`src/rtl/fp2fix_pkg.sv`:
```
package fp2fix_pkg;

   // widest significand handled (double, hidden bit included)
   localparam int SIG_W   = 53;
   // signed unbiased exponent plus scale, wide enough for double range + shift
   localparam int EXP_S_W = 14;

   typedef enum logic [1:0] {
      CLS_ZERO = 2'd0,
      CLS_FIN  = 2'd1,
      CLS_INF  = 2'd2,
      CLS_NAN  = 2'd3
   } fp_cls_e;

   // common form of either precision: significand left-aligned so the
   // hidden-bit position is always SIG_W-1
   typedef struct packed {
      fp_cls_e                    cls;
      logic                       sign;
      logic signed [EXP_S_W-1:0]  uexp;
      logic [SIG_W-1:0]           sig;
   } fp_parts_t;

endpackage

```
`src/rtl/fp_unpack.sv`:
```
module fp_unpack
   import fp2fix_pkg::*;
#(
   parameter int EXP_W = 8,
   parameter int MAN_W = 23
) (
   input  logic [EXP_W+MAN_W:0] raw,
   output fp_parts_t            parts
);

   localparam int BIAS = (1 << (EXP_W - 1)) - 1;
   localparam int PAD  = SIG_W - 1 - MAN_W;

   if (PAD < 0) begin : g_chk_pad
      $error("fp_unpack: mantissa wider than package significand");
   end
   if (EXP_W + 2 > EXP_S_W) begin : g_chk_exp
      $error("fp_unpack: exponent does not fit signed exponent field");
   end

   logic [EXP_W-1:0] exp_f;
   logic [MAN_W-1:0] man_f;
   logic             exp_ones;
   logic             exp_zero;
   logic [EXP_W-1:0] exp_eff;
   logic             hidden;

   assign exp_f    = raw[EXP_W+MAN_W-1:MAN_W];
   assign man_f    = raw[MAN_W-1:0];
   assign exp_ones = &exp_f;
   assign exp_zero = (exp_f == '0);
   assign hidden   = !exp_zero;
   // subnormals use the minimum exponent with no hidden bit
   assign exp_eff  = exp_zero ? EXP_W'(1) : exp_f;

   always_comb begin
      if (exp_ones)
         parts.cls = (man_f != '0) ? CLS_NAN : CLS_INF;
      else if (exp_zero && man_f == '0)
         parts.cls = CLS_ZERO;
      else
         parts.cls = CLS_FIN;
   end

   assign parts.sign = raw[EXP_W+MAN_W];
   assign parts.uexp = $signed(EXP_S_W'(exp_eff)) - $signed(EXP_S_W'(BIAS));

   if (PAD > 0) begin : g_pad
      assign parts.sig = {hidden, man_f, {PAD{1'b0}}};
   end else begin : g_nopad
      assign parts.sig = {hidden, man_f};
   end

endmodule

```
`src/rtl/fx_scale.sv`:
```
module fx_scale
   import fp2fix_pkg::*;
#(
   parameter int INT_W = 34,
   parameter int FB_W  = 7
) (
   input  fp_parts_t              parts,
   input  logic signed [FB_W-1:0] fbits,
   output logic [INT_W-1:0]       int_part,
   output logic                   frac_nz,
   output logic                   huge
);

   localparam int SH_W = $clog2(SIG_W) + 1;
   localparam logic signed [EXP_S_W-1:0] INT_LIM = EXP_S_W'(INT_W);
   localparam logic signed [EXP_S_W-1:0] SIG_TOP = EXP_S_W'(SIG_W - 1);
   localparam logic signed [EXP_S_W-1:0] SIG_LEN = EXP_S_W'(SIG_W);

   if (INT_W >= SIG_W) begin : g_chk_int
      $error("fx_scale: integer field must be narrower than significand");
   end
   if (FB_W >= EXP_S_W) begin : g_chk_fb
      $error("fx_scale: scale field too wide");
   end

   logic signed [EXP_S_W-1:0] msb;
   logic signed [EXP_S_W-1:0] rs;
   logic [SH_W-1:0]           rs_c;
   logic [SIG_W-1:0]          keep_mask;

   // weight of the hidden-bit position after scaling by 2^fbits
   assign msb  = parts.uexp + {{(EXP_S_W-FB_W){fbits[FB_W-1]}}, fbits};
   assign huge = (parts.sig != '0) && (msb >= INT_LIM);
   assign rs   = SIG_TOP - msb;

   always_comb begin
      if (rs < 0)
         rs_c = '0;
      else if (rs >= SIG_LEN)
         rs_c = SH_W'(SIG_W);
      else
         rs_c = rs[SH_W-1:0];
   end

   assign int_part  = INT_W'(parts.sig >> rs_c);
   assign keep_mask = ~({SIG_W{1'b1}} << rs_c);
   assign frac_nz   = |(parts.sig & keep_mask);

endmodule

```
`src/rtl/fx_saturate.sv`:
```
module fx_saturate
   import fp2fix_pkg::*;
#(
   parameter int INT_W  = 34,
   parameter int HALF_W = 16,
   parameter int WORD_W = 32,
   parameter int OUT_W  = 64
) (
   input  fp_cls_e            cls,
   input  logic               sign,
   input  logic [INT_W-1:0]   int_part,
   input  logic               frac_nz,
   input  logic               huge,
   input  logic               is_signed,
   input  logic               is_word,
   output logic [OUT_W-1:0]   result,
   output logic               invalid
);

   localparam int W_SH = $clog2(OUT_W) + 1;
   localparam logic [OUT_W-1:0] ONE = OUT_W'(1);

   if (WORD_W >= OUT_W || HALF_W >= WORD_W) begin : g_chk_w
      $error("fx_saturate: widths must satisfy HALF_W < WORD_W < OUT_W");
   end
   if (INT_W > OUT_W) begin : g_chk_int
      $error("fx_saturate: integer field wider than output");
   end

   logic [W_SH-1:0]  w;
   logic [OUT_W-1:0] mag;
   logic [OUT_W-1:0] s_neg_mag;
   logic [OUT_W-1:0] s_max;
   logic [OUT_W-1:0] u_max;
   logic             is_inf;
   logic             pos_over_s;
   logic             neg_over_s;
   logic             pos_over_u;

   assign w         = is_word ? W_SH'(WORD_W) : W_SH'(HALF_W);
   assign mag       = OUT_W'(int_part);
   assign s_neg_mag = ONE << (w - W_SH'(1));
   assign s_max     = s_neg_mag - ONE;
   assign u_max     = (ONE << w) - ONE;
   assign is_inf    = (cls == CLS_INF);

   // exact comparison: a discarded fraction on top of the bound still exceeds it
   assign pos_over_s = is_inf || huge || (mag > s_max) ||
                       ((mag == s_max) && frac_nz);
   assign neg_over_s = is_inf || huge || (mag > s_neg_mag) ||
                       ((mag == s_neg_mag) && frac_nz);
   assign pos_over_u = is_inf || huge || (mag > u_max) ||
                       ((mag == u_max) && frac_nz);

   always_comb begin
      result  = mag;
      invalid = 1'b0;
      if (cls == CLS_NAN) begin
         result  = '0;
         invalid = 1'b1;
      end else if (is_signed) begin
         if (!sign) begin
            if (pos_over_s) begin
               result  = s_max;
               invalid = 1'b1;
            end
         end else begin
            if (neg_over_s) begin
               result  = ~s_max;
               invalid = 1'b1;
            end else begin
               result  = ~mag + ONE;
            end
         end
      end else begin
         if (sign && cls != CLS_ZERO) begin
            result  = '0;
            invalid = 1'b1;
         end else if (pos_over_u) begin
            result  = u_max;
            invalid = 1'b1;
         end
      end
   end

endmodule

```
`src/rtl/fp2fix_cvt.sv`:
```
module fp2fix_cvt
   import fp2fix_pkg::*;
#(
   parameter int SGL_EXP_W = 8,
   parameter int SGL_MAN_W = 23,
   parameter int DBL_EXP_W = 11,
   parameter int DBL_MAN_W = 52,
   parameter int HALF_W    = 16,
   parameter int WORD_W    = 32,
   parameter int IMM_W     = 5
) (
   input  logic              clk,
   input  logic              rst_n,
   input  logic              in_valid,
   input  logic              is_double,
   input  logic              is_signed,
   input  logic              is_word,
   input  logic              imm_lo,
   input  logic [IMM_W-2:0]  imm_hi,
   input  logic [WORD_W-1:0] op_lo,
   input  logic [WORD_W-1:0] op_hi,
   output logic              out_valid,
   output logic [WORD_W-1:0] res_lo,
   output logic [WORD_W-1:0] res_hi,
   output logic              invalid
);

   localparam int OUT_W = 2 * WORD_W;
   localparam int INT_W = WORD_W + 2;
   localparam int FB_W  = $clog2(WORD_W) + 2;

   if (SGL_EXP_W + SGL_MAN_W + 1 != WORD_W) begin : g_chk_sgl
      $error("fp2fix_cvt: single format must fill one word");
   end
   if (DBL_EXP_W + DBL_MAN_W + 1 != OUT_W) begin : g_chk_dbl
      $error("fp2fix_cvt: double format must fill two words");
   end
   if (DBL_MAN_W + 1 != SIG_W) begin : g_chk_sig
      $error("fp2fix_cvt: package significand width mismatch");
   end
   if ((1 << IMM_W) > (1 << (FB_W - 1)) + WORD_W) begin : g_chk_imm
      $error("fp2fix_cvt: immediate range exceeds scale field");
   end

   // ---------------- operand unpack ----------------
   fp_parts_t sgl_parts;
   fp_parts_t dbl_parts;
   fp_parts_t sel_parts;

   fp_unpack #(.EXP_W(SGL_EXP_W), .MAN_W(SGL_MAN_W)) u_unpack_sgl (
      .raw   (op_lo),
      .parts (sgl_parts)
   );

   fp_unpack #(.EXP_W(DBL_EXP_W), .MAN_W(DBL_MAN_W)) u_unpack_dbl (
      .raw   ({op_hi, op_lo}),
      .parts (dbl_parts)
   );

   assign sel_parts = is_double ? dbl_parts : sgl_parts;

   // ---------------- scale decode ----------------
   logic [IMM_W-1:0]        imm;
   logic signed [FB_W-1:0]  fbits;

   assign imm   = {imm_hi, imm_lo};
   assign fbits = (is_word ? FB_W'(WORD_W) : FB_W'(HALF_W)) - FB_W'(imm);

   // ---------------- scale and clamp ----------------
   logic [INT_W-1:0] int_part;
   logic             frac_nz;
   logic             huge;
   logic [OUT_W-1:0] conv_res;
   logic             conv_inv;

   fx_scale #(.INT_W(INT_W), .FB_W(FB_W)) u_scale (
      .parts    (sel_parts),
      .fbits    (fbits),
      .int_part (int_part),
      .frac_nz  (frac_nz),
      .huge     (huge)
   );

   fx_saturate #(
      .INT_W  (INT_W),
      .HALF_W (HALF_W),
      .WORD_W (WORD_W),
      .OUT_W  (OUT_W)
   ) u_sat (
      .cls       (sel_parts.cls),
      .sign      (sel_parts.sign),
      .int_part  (int_part),
      .frac_nz   (frac_nz),
      .huge      (huge),
      .is_signed (is_signed),
      .is_word   (is_word),
      .result    (conv_res),
      .invalid   (conv_inv)
   );

   // ---------------- output register ----------------
   logic [OUT_W-1:0] res_q;
   logic             inv_q;
   logic             vld_q;

   always_ff @(posedge clk) begin
      if (!rst_n) begin
         res_q <= '0;
         inv_q <= 1'b0;
         vld_q <= 1'b0;
      end else begin
         vld_q <= in_valid;
         if (in_valid) begin
            res_q <= conv_res;
            inv_q <= conv_inv;
         end
      end
   end

   assign out_valid = vld_q;
   assign res_lo    = res_q[WORD_W-1:0];
   assign res_hi    = res_q[OUT_W-1:WORD_W];
   assign invalid   = inv_q;

   // ---------------- assertions ----------------
   p_valid_lat_r10: assert property (@(posedge clk) disable iff (!rst_n)
      in_valid |=> out_valid);

   p_valid_idle_r10: assert property (@(posedge clk) disable iff (!rst_n)
      !in_valid |=> !out_valid);

   p_hold_r10: assert property (@(posedge clk) disable iff (!rst_n)
      !in_valid |=> ($stable(res_q) && $stable(inv_q)));

   p_zext_r11: assert property (@(posedge clk) disable iff (!rst_n)
      (in_valid && !is_signed) |=> (res_hi == '0));

   p_sext_half_r3: assert property (@(posedge clk) disable iff (!rst_n)
      (in_valid && is_signed && !is_word) |=>
         ($countones(res_q[OUT_W-1:HALF_W-1]) == 0 ||
          $countones(res_q[OUT_W-1:HALF_W-1]) == OUT_W - HALF_W + 1));

   p_nan_zero_r7: assert property (@(posedge clk) disable iff (!rst_n)
      (in_valid && sel_parts.cls == CLS_NAN) |=> (inv_q && res_q == '0));

   p_inf_flag_r8: assert property (@(posedge clk) disable iff (!rst_n)
      (in_valid && sel_parts.cls == CLS_INF) |=> inv_q);

endmodule

```
`config.mk`:
```
export PLATFORM = sky130hd
export DESIGN_NAME = fp2fix_cvt
export DESIGN_NICKNAME = d
export VERILOG_FILES = /design/src/rtl/fp2fix_pkg.sv /design/src/rtl/fp_unpack.sv /design/src/rtl/fx_scale.sv /design/src/rtl/fx_saturate.sv /design/src/rtl/fp2fix_cvt.sv
export SDC_FILE = /design/constraint.sdc
export NUM_CORES = 1
export LEC_CHECK = 0
export BUFFER_PORTS_ARGS = -buffer_cell sky130_fd_sc_hd__buf_2
export CORE_MARGIN = 4
export CORE_UTILIZATION = 45
export CTS_CLUSTER_DIAMETER = 150
export DETAILED_ROUTE_END_ITERATION = 7
export SYNTH_ARGS = -nofsm -noshare
export SYNTH_HDL_FRONTEND = slang
export SYNTH_SLANG_ARGS = --single-unit
```
`constraint.sdc`:
```
create_clock -name clk -period 13.3 [get_ports clk]
set_input_delay 2.66 -clock clk [delete_from_list [all_inputs] [get_ports clk]]
set_output_delay 2.66 -clock clk [all_outputs]
set_load 0.03 [all_outputs]
```
# ---- Yosys cells after proc, flatten, opt, wreduce, memory -nomap -nowiden
# Index checks and enable logic that the tools add are counted.
dict set report word_totals {
  reg_bits 66
  in_bits 75
  output_inout_bits 66
  elab_cells 84
}
dict set report op_classes {
  addsub 9
  magnitude_cmp 6
  eq_ne 5
  n_shift 4
  muxes 26
  n_bitwise 4
  n_reduce_logical 27
}
# op n
set ops {}
lappend ops {{64-bit two-way mux} 7}
lappend ops {{34-bit by 64-bit == test with 1-bit output} 3}
lappend ops {{34-bit by 64-bit > comparator with 1-bit output} 3}
lappend ops {{1-bit by 7-bit left shift with 64-bit output (first input constant)} 2}
lappend ops {{64-bit by 1-bit subtractor with 64-bit output (second input constant)} 2}
lappend ops {{70-bit two-way mux} 1}
lappend ops {{64-bit by 1-bit adder with 64-bit output (second input constant)} 1}
lappend ops {{34-bit inverter with 64-bit output} 1}
lappend ops {{64-bit inverter} 1}
lappend ops {{53-bit AND} 1}
lappend ops {{53-bit inverter} 1}
lappend ops {{53-bit nonzero test} 1}
lappend ops {{53-bit OR reduction} 1}
lappend ops {{53-bit by 7-bit left shift with 53-bit output (first input constant)} 1}
lappend ops {{53-bit by 7-bit right shift with 34-bit output} 1}
lappend ops {{52-bit zero test} 1}
lappend ops {{52-bit nonzero test} 1}
lappend ops {{14-bit by 7-bit >= comparator with 1-bit output (second input constant)} 2}
lappend ops {{23-bit zero test} 1}
lappend ops {{23-bit nonzero test} 1}
lappend ops {{14-bit adder} 1}
lappend ops {{14-bit by 1-bit < comparator with 1-bit output (second input constant)} 1}
lappend ops {{7-bit two-way mux} 2}
lappend ops {{7-bit by 14-bit subtractor with 14-bit output (first input constant)} 1}
lappend ops {{other kinds (18)} 43}

# ---- Depth between registers and ports, before layout
# Gate-level depths: netlist of run 1.
dict set report depth {
  depth_word 20
  ltp_mapped 45
  ltp_nobuf 38
}

# ---- Modules after synthesis
# A second synthesis of run 1 with hierarchy kept.
dict set report unflattened {
  cells_unflattened 1933
  hier_area_um2 14093.5
}
# mod instances cells_each area_per_inst_um2 seq_area_each_um2
set modules_own_cells {}
lappend modules_own_cells {fx_scale 1 984 6376.1 0.0}
lappend modules_own_cells {fp2fix_cvt 1 309 3539.6 1321.3}
lappend modules_own_cells {fx_saturate 1 437 2737.6 0.0}
lappend modules_own_cells {{fp_unpack (u_unpack_dbl)} 1 109 765.7 0.0}
lappend modules_own_cells {{fp_unpack (u_unpack_sgl)} 1 94 674.4 0.0}

# ---- Worst setup path after synthesis of run 1
# No wires, ideal clock.
dict set report synth_path {
  kind {in2reg}
  start {input port is_double}
  end {register res_q[15]}
  setup_time_ns 0.122
  arrival_time_ns 12.254
  slack_ns 0.924
  stages 39
  n_path_buf 12
  path_cell_list {clkbuf_1 -> buf_1 -> buf_1 -> clkbuf_1 -> clkbuf_1 -> clkbuf_1 -> buf_1 -> clkbuf_1 -> buf_1 -> a21oi_1 -> ha_1 -> buf_6 -> and3_4 -> a221o_1 -> a211o_1 -> and2_1 -> a221o_1 -> or3_1 -> (+3 left out) -> mux2i_1 -> mux2i_1 -> o22ai_1 -> nor3_1 -> nor3_1 -> ha_1 -> a21o_1 -> a21oi_1 -> o21ai_0 -> a21oi_1 -> nand2_1 -> a21o_1 -> a311oi_1 -> o31ai_1 -> a21oi_2 -> nor2_1 -> a221o_1 -> a221o_1}
}
dict set report synth_via {
  elab_chain_cells 16
}
# element line_no
set synth_rtl {}
lappend synth_rtl {{start: declaration} fp2fix_cvt.sv:15} ;# input logic is_double,
lappend synth_rtl {{70-bit two-way mux *} fp2fix_cvt.sv:60} ;# assign sel_parts = is_double ? dbl_parts : sgl_parts;
lappend synth_rtl {{branches (longest 14 deep; another with 34-bit by 64-bit > comparator with 1-bit output)} --}
lappend synth_rtl {{64-bit two-way mux *} fx_saturate.sv:58} ;# if (cls == CLS_NAN) begin
lappend synth_rtl {{end signal: assignment} fp2fix_cvt.sv:114} ;# res_q <= conv_res;
lappend synth_rtl {{end: declaration} fp2fix_cvt.sv:102} ;# logic [OUT_W-1:0] res_q;
# Mark *: on every way between the ends.
# A chain may end at the register's enable or synchronous reset.

# ---- Worst setup path after layout of run 1
dict set report layout_path {
  start {input port op_hi[22]}
  end {register res_q[21]}
}
dict set report layout_via {
  elab_chain_cells 19
}
# element line_no
set layout_rtl {}
lappend layout_rtl {{start: declaration} fp2fix_cvt.sv:21} ;# input logic [WORD_W-1:0] op_hi,
lappend layout_rtl {{11-bit zero test} fp_unpack.sv:31} ;# assign exp_zero = (exp_f == '0);
lappend layout_rtl {{11-bit two-way mux} fp_unpack.sv:34} ;# assign exp_eff = exp_zero ? EXP_W'(1) : exp_f;
lappend layout_rtl {{11-bit by 10-bit subtractor with 12-bit output} fp_unpack.sv:46} ;# assign parts.uexp = $signed(EXP_S_W'(exp_eff)) - $signed(EXP_S_W'(BIAS));
lappend layout_rtl {{70-bit two-way mux *} fp2fix_cvt.sv:60}
lappend layout_rtl {{branches (longest 14 deep; another with 34-bit by 64-bit > comparator with 1-bit output)} --}
lappend layout_rtl {{64-bit two-way mux *} fx_saturate.sv:58}
# Marked as above.

==> flow_summary.toml, run 1 <==
[setup_path]
worstSetupStartpointType = "primary input"
r2r_cells = 3
r2r_setup_slack_ps = 12440
rr_endpoint = "res_q[8]"
critical_path_peak_fanout = 17
criticalPathCategory = "in2reg"
cp.depth = 38
crit_arrival_ps = 12580
path_buf_inv = 2
cpPeakStageDelay_ps = 1150
crit_slowest_cell = "o21ai_0"
critPathTopFamily = "compound AO/OA/AOI/OAI gates"
cp.required_ps = 13480
end_kind = "flip-flop"
r2r_start = "res_q[8]"

[detailed_routing]
finalWirelength_mm = 61.7
avgViaCountPerCell = 7.40
drt-pass1-iter-count = 8
via_count = 15665
drt-initial-drc-count = 2615
routedWlPerCell_um = 29.1
drcViolationCount = 0
ant_nets = 0

[sta]
rsz0062_at_grt = "no"
finalHoldViolCount = 0
setup_viol = 0
finClkSkew_ps = 0
finalMaxSlewViolations = 0
fmax_mhz = 80.7
min_period_over_period_pct = 93.2
setup_slack_ps = 901
post-route-min-period_ps = 12400
whs_ps = 454
fin_tns_setup_ps = 0
max_slew_margin_pct = 3.72
tightest_slew_ps = 1430

[synth]
synth_cells = 1675
synth_edf_count = 0
synth_top_area_share_pct = 11.0
yosysTopAreaCell = "dfxtp_1"
yosys.area_share.simple_pct = 25.1
synth_area_um2 = 12000
ys_types = 105
ys_seq_area_share_pct = 11.0
synth_compound_area_share_pct = 37.1
avgSynthCellArea_um2 = 7.14
ys_seq_elements = 66
synthFlopType = "dfxtp_1"
synthMuxAreaShare_pct = 13.4
ys_warn_count = 0
synthTopCellsByArea = "dfxtp_1 11%, mux2i_1 8.3%, nand2_1 5.4%"
synth_fa_ha_area_share_pct = 4.35
synth_top_family_by_area = "compound AO/OA/AOI/OAI gates"
synth_nets = 1791
synthXorXnorAreaFrac_pct = 3.33
synth_async_sr_flop_share_pct = 0

[clock_network]
numCtsBuffers = 9
cts_root_buf = "clkbuf_16"
clock_sinks = 66
cts_hold_buf = 0
worstSkewPairLatency_ps = 330
cts.repair.resized = 0
clock_path_buffers = 2
post_cts_buffers = 0
htreeDepth = 3
path_clk_slew_ps = 60
cts_tree = "done"

[global_routing]
overflow = 0
grt_pass1_wl_mm = 90.8
grtUsageTotal_pct = 40.3
grt_max_degree = 74
grt_pass1_vias = 14365
grt_antenna_before_repair = 0

[finish]
syn_to_final_growth_pct = 12.4
drive_gt1_share_pct = 18.2
multi_input_area_um2 = 10000
antenna_cells = 0
fillers = 2614
final_common_cell = "nand2_1"
layout.nets = 1892
regArea_um2 = 1320
layout.cells.non_filler = 2116
final_cell_mix = "172 x nand2_1, 139 x buf_2, 123 x nor2_1, 111 x a21oi_1, 99 x mux2i_1"

[floorplanning]
start_util_pct = 45.8
coreArea_um2 = 26100
chipHeight_um = 171
die_w_um = 171
die_area_um2 = 29300
io_pins = 141
num_rows = 59

[placed_design]
placed_cells = 2100
portBuffers = 140
place_hpwl_mm = 47.5
place_congestion = 1.09
pre_cts_ws_ps = 944

[outcome]
status = "finished clean"

[power]
power.density_nw_per_um2 = 132
peakVddDrop_v = 0.0000791
p_leak_nw = 5.45

[worst_hold_path]
hold_depth = 2
holdCritPathClass = "reg2reg"
min_from = "res_q[0]"
min_delay_worst_endpoint = "res_q[0]"

[flow_run]
drv_cap = 0
[through the flow]
step                util (%)  area (um2)  power, mW
finish                  51.4       13400       1.78
CTS                     51.4       13400       1.71
floorplan                  -       12000       1.02
global placement        50.2       13100       1.45
detailed placement      50.2       13100       1.44
global route            51.4       13400       1.84
[per-layer routing]
metal	global-route usage, %	routed length, um
met1	53.0	24200
met2	60.3	25600
met3	12.0	8090
met4	19.2	3810
met5	0	0
[synthesized netlist by cell type (20+ instances only)]
library cell / n
a21o_1: 20
a21oi_1: 111
a22oi_1: 30
a31oi_1: 26
buf_2: 27
clkbuf_1: 75
dfxtp_1: 66
ha_1: 40
inv_1: 31
mux2_2: 51
mux2i_1: 99
nand2_1: 173
nand3_1: 61
nand4_1: 23
nor2_1: 125
nor2b_1: 40
nor3_1: 49
nor4_1: 32
o211ai_1: 25
o21a_1: 36
o21ai_0: 91
o22ai_1: 32
o31ai_1: 20
xnor2_1: 27
[tightest hold or removal path: cells and delay by family (launching register included)]
family             cells  cell delay (ps)
and+or+nand+nor        1               40
DFF                    1              320
AOI/OAI and AO/OA      1               50
[cells by family (layout without fill, tap and decap cells)]
logic type	count (synthesis)	count (layout)
AOI/OAI and AO/OA	617	617
and+or+nand+nor	604	604
muxes	152	152
buffers and inverters	152	258
DFF	66	66
xor gates and xnor gates	43	43
adders and majority gates	41	41
[sequential cells by signal (all words and copies together) (netlist names)]
register   count
res_q         64
out_valid      1
invalid        1
[where the power goes]
| group | switching, mW | internal [mW] | total [mW] |
|---|---|---|---|
| Clock | 0.0974 | 0.166 | 0.263 |
| Combinational | 0.906 | 0.385 | 1.29 |
| Sequential | 0.00808 | 0.214 | 0.222 |
| Total | 1.01 | 0.766 | 1.78 |
[cell type report]
class                      count  area share [%]
clock buffer                   9            1.68
clock inverter                 7           0.763
inverter                      31           0.866
multi-input combinational   1457            74.5
sequential                    66            9.83
tap                          335            3.12
timing repair buffer         211            9.29
[worst max-delay path by stage]
stage | startpoint | endpoint | slack, ps
3_5_place_dp | op_hi[22] | res_q[16] | 940
2_1_floorplan | is_double | res_q[15] | 920
4_1_cts | op_hi[22] | res_q[16] | 1250
3_3_place_gp | op_hi[21] | res_q[8] | 1010
5_1_grt | op_hi[22] | res_q[8] | 260
6_report | op_hi[22] | res_q[21] | 900
Note: power is estimated with default switching activity, not from simulation.
==> run 2, diff against run 1 <==
--- a/config.mk
+++ b/config.mk
@@ -10,6 +10,7 @@
 export CORE_UTILIZATION = 45
 export CTS_CLUSTER_DIAMETER = 150
 export DETAILED_ROUTE_END_ITERATION = 7
+export PLACE_DENSITY = 0.66
 export SYNTH_ARGS = -nofsm -noshare
 export SYNTH_HDL_FRONTEND = slang
 export SYNTH_SLANG_ARGS = --single-unit
==> flow_summary.toml, run 2 (same netlist as run 1, synthesis figures left out) <==
[floorplanning]
num_rows = 59
chipHeight_um = 171
start_util_pct = 45.8
io_pins = 141
coreArea_um2 = 26100
die_w_um = 171
die_area_um2 = 29300

[clock_network]
cts_hold_buf = 0
numCtsBuffers = 9
cts_root_buf = "clkbuf_16"
clock_path_buffers = 2
clock_sinks = 66
cts_tree = "done"
cts.repair.resized = 0
worstSkewPairLatency_ps = 330
post_cts_buffers = 0
path_clk_slew_ps = 60
htreeDepth = 3

[detailed_routing]
finalWirelength_mm = 62.7
ant_nets = 0
drcViolationCount = 0
avgViaCountPerCell = 7.39
drt-pass1-iter-count = 6
via_count = 15681
drt-initial-drc-count = 2587
routedWlPerCell_um = 29.5

[finish]
fillers = 2630
syn_to_final_growth_pct = 12.9
largest-register = "res_q"
final_common_cell = "nand2_1"
final_cell_mix = "172 x nand2_1, 139 x buf_2, 123 x nor2_1, 111 x a21oi_1, 99 x mux2i_1"
utilization_pct = 51.7
multi_input_area_um2 = 10000
regArea_um2 = 1320
antenna_cells = 0
layout.nets = 1898
drive_gt1_share_pct = 18.5
largest_register_ffs = 64

[setup_path]
crit_slowest_cell = "a2111oi_0"
path_buf_inv = 2
critPathTopFamily = "compound AO/OA/AOI/OAI gates"
cp.required_ps = 13490
crit_top_cell = "a21o_1"
end_kind = "flip-flop"
critPathLaunch = "op_hi[22]"
crit_arrival_ps = 12620
cpPeakStageDelay_ps = 1250
r2r_start = "res_q[8]"
critical_path_peak_fanout = 32
criticalPathCategory = "in2reg"
worstSetupStartpointType = "primary input"

[global_routing]
grt_pass1_vias = 14417
grt_pass1_wl_mm = 92.0
grtUsageTotal_pct = 40.8
grt_max_degree = 59
grt_antenna_before_repair = 1
overflow = 0

[placed_design]
place_congestion = 1.05
place_hpwl_mm = 48.8
portBuffers = 140

[sta]
setup_viol = 0
tightest_slew_ps = 1480
finalHoldViolCount = 0
rsz0062_at_grt = "no"
max_slew_margin_pct = -0.998
min_period_over_period_pct = 93.5
post-route-min-period_ps = 12440
finalMaxSlewViolations = 1
finClkSkew_ps = 0
fin_tns_setup_ps = 0
fmax_mhz = 80.4

[power]
p_leak_nw = 5.49
peakVddDrop_v = 0.0000704
power.density_nw_per_um2 = 132

[worst_hold_path]
holdCritPathClass = "reg2reg"
min_from = "res_q[5]"

[flow_run]
drv_cap = 1

[outcome]
status = "finished, violations left"
violations = "capacitance limit, slew limit"
[run 2: cell count changes in the layout (fill, tap and decap cells not counted), sizes merged]
cell    change
buf         +6
clkinv      -1
inv         +1
[run 2: final cells by class]
cell class                      count  area share (%)
Tap cell                          335            3.10
Multi-Input combinational cell   1457            74.2
Sequential cell                    66            9.78
Clock inverter                      7           0.741
Inverter                           31           0.862
Clock buffer                        9            1.67
Timing Repair Buffer              217            9.67
[run 2: metrics by stage]
| stage | total power, mW | worst slack [ps] | cell area (um2) | std cells | hold WS (ps) |
|---|---|---|---|---|---|
| floorplan | 1.02 | 924 | 12000 | 1675 | 585 |
| global placement | 1.46 | 1110 | 13200 | 2106 | 433 |
| detailed placement | 1.45 | 939 | 13200 | 2106 | 437 |
| CTS | 1.72 | 1270 | 13500 | 2122 | 450 |
| global route | 1.85 | 508 | 13500 | 2122 | 464 |
| finish | 1.78 | 863 | 13500 | 2122 | 449 |
[run 2: final timing paths]
kind / end / slack (ps) / cells after the start
worst max-delay path: res_q[19] / 860 / 38
worst min-delay path: res_q[5] / 450 / 1
worst max register to register: res_q[8] / 12470 / 3
worst min register to register: res_q[5] / 450 / 1
[run 2: per-layer routing]
layer,GRT usage (%),share of wire [%],vias to the layer above
li1,-,-,6746
met1,55.5,40,7383
met2,59.7,41,1292
met3,10.4,13,258
met4,20.6,6.4,2
met5,0,0.022,-
[run 2: where the power goes]
part | leakage, nW | switching, mW | total (mW) | internal (mW)
clock network | 0.160 | 0.0947 | 0.260 | 0.166
logic | 4.78 | 0.907 | 1.30 | 0.390
registers | 0.542 | 0.00838 | 0.223 | 0.214
total | 5.49 | 1.01 | 1.78 | 0.770
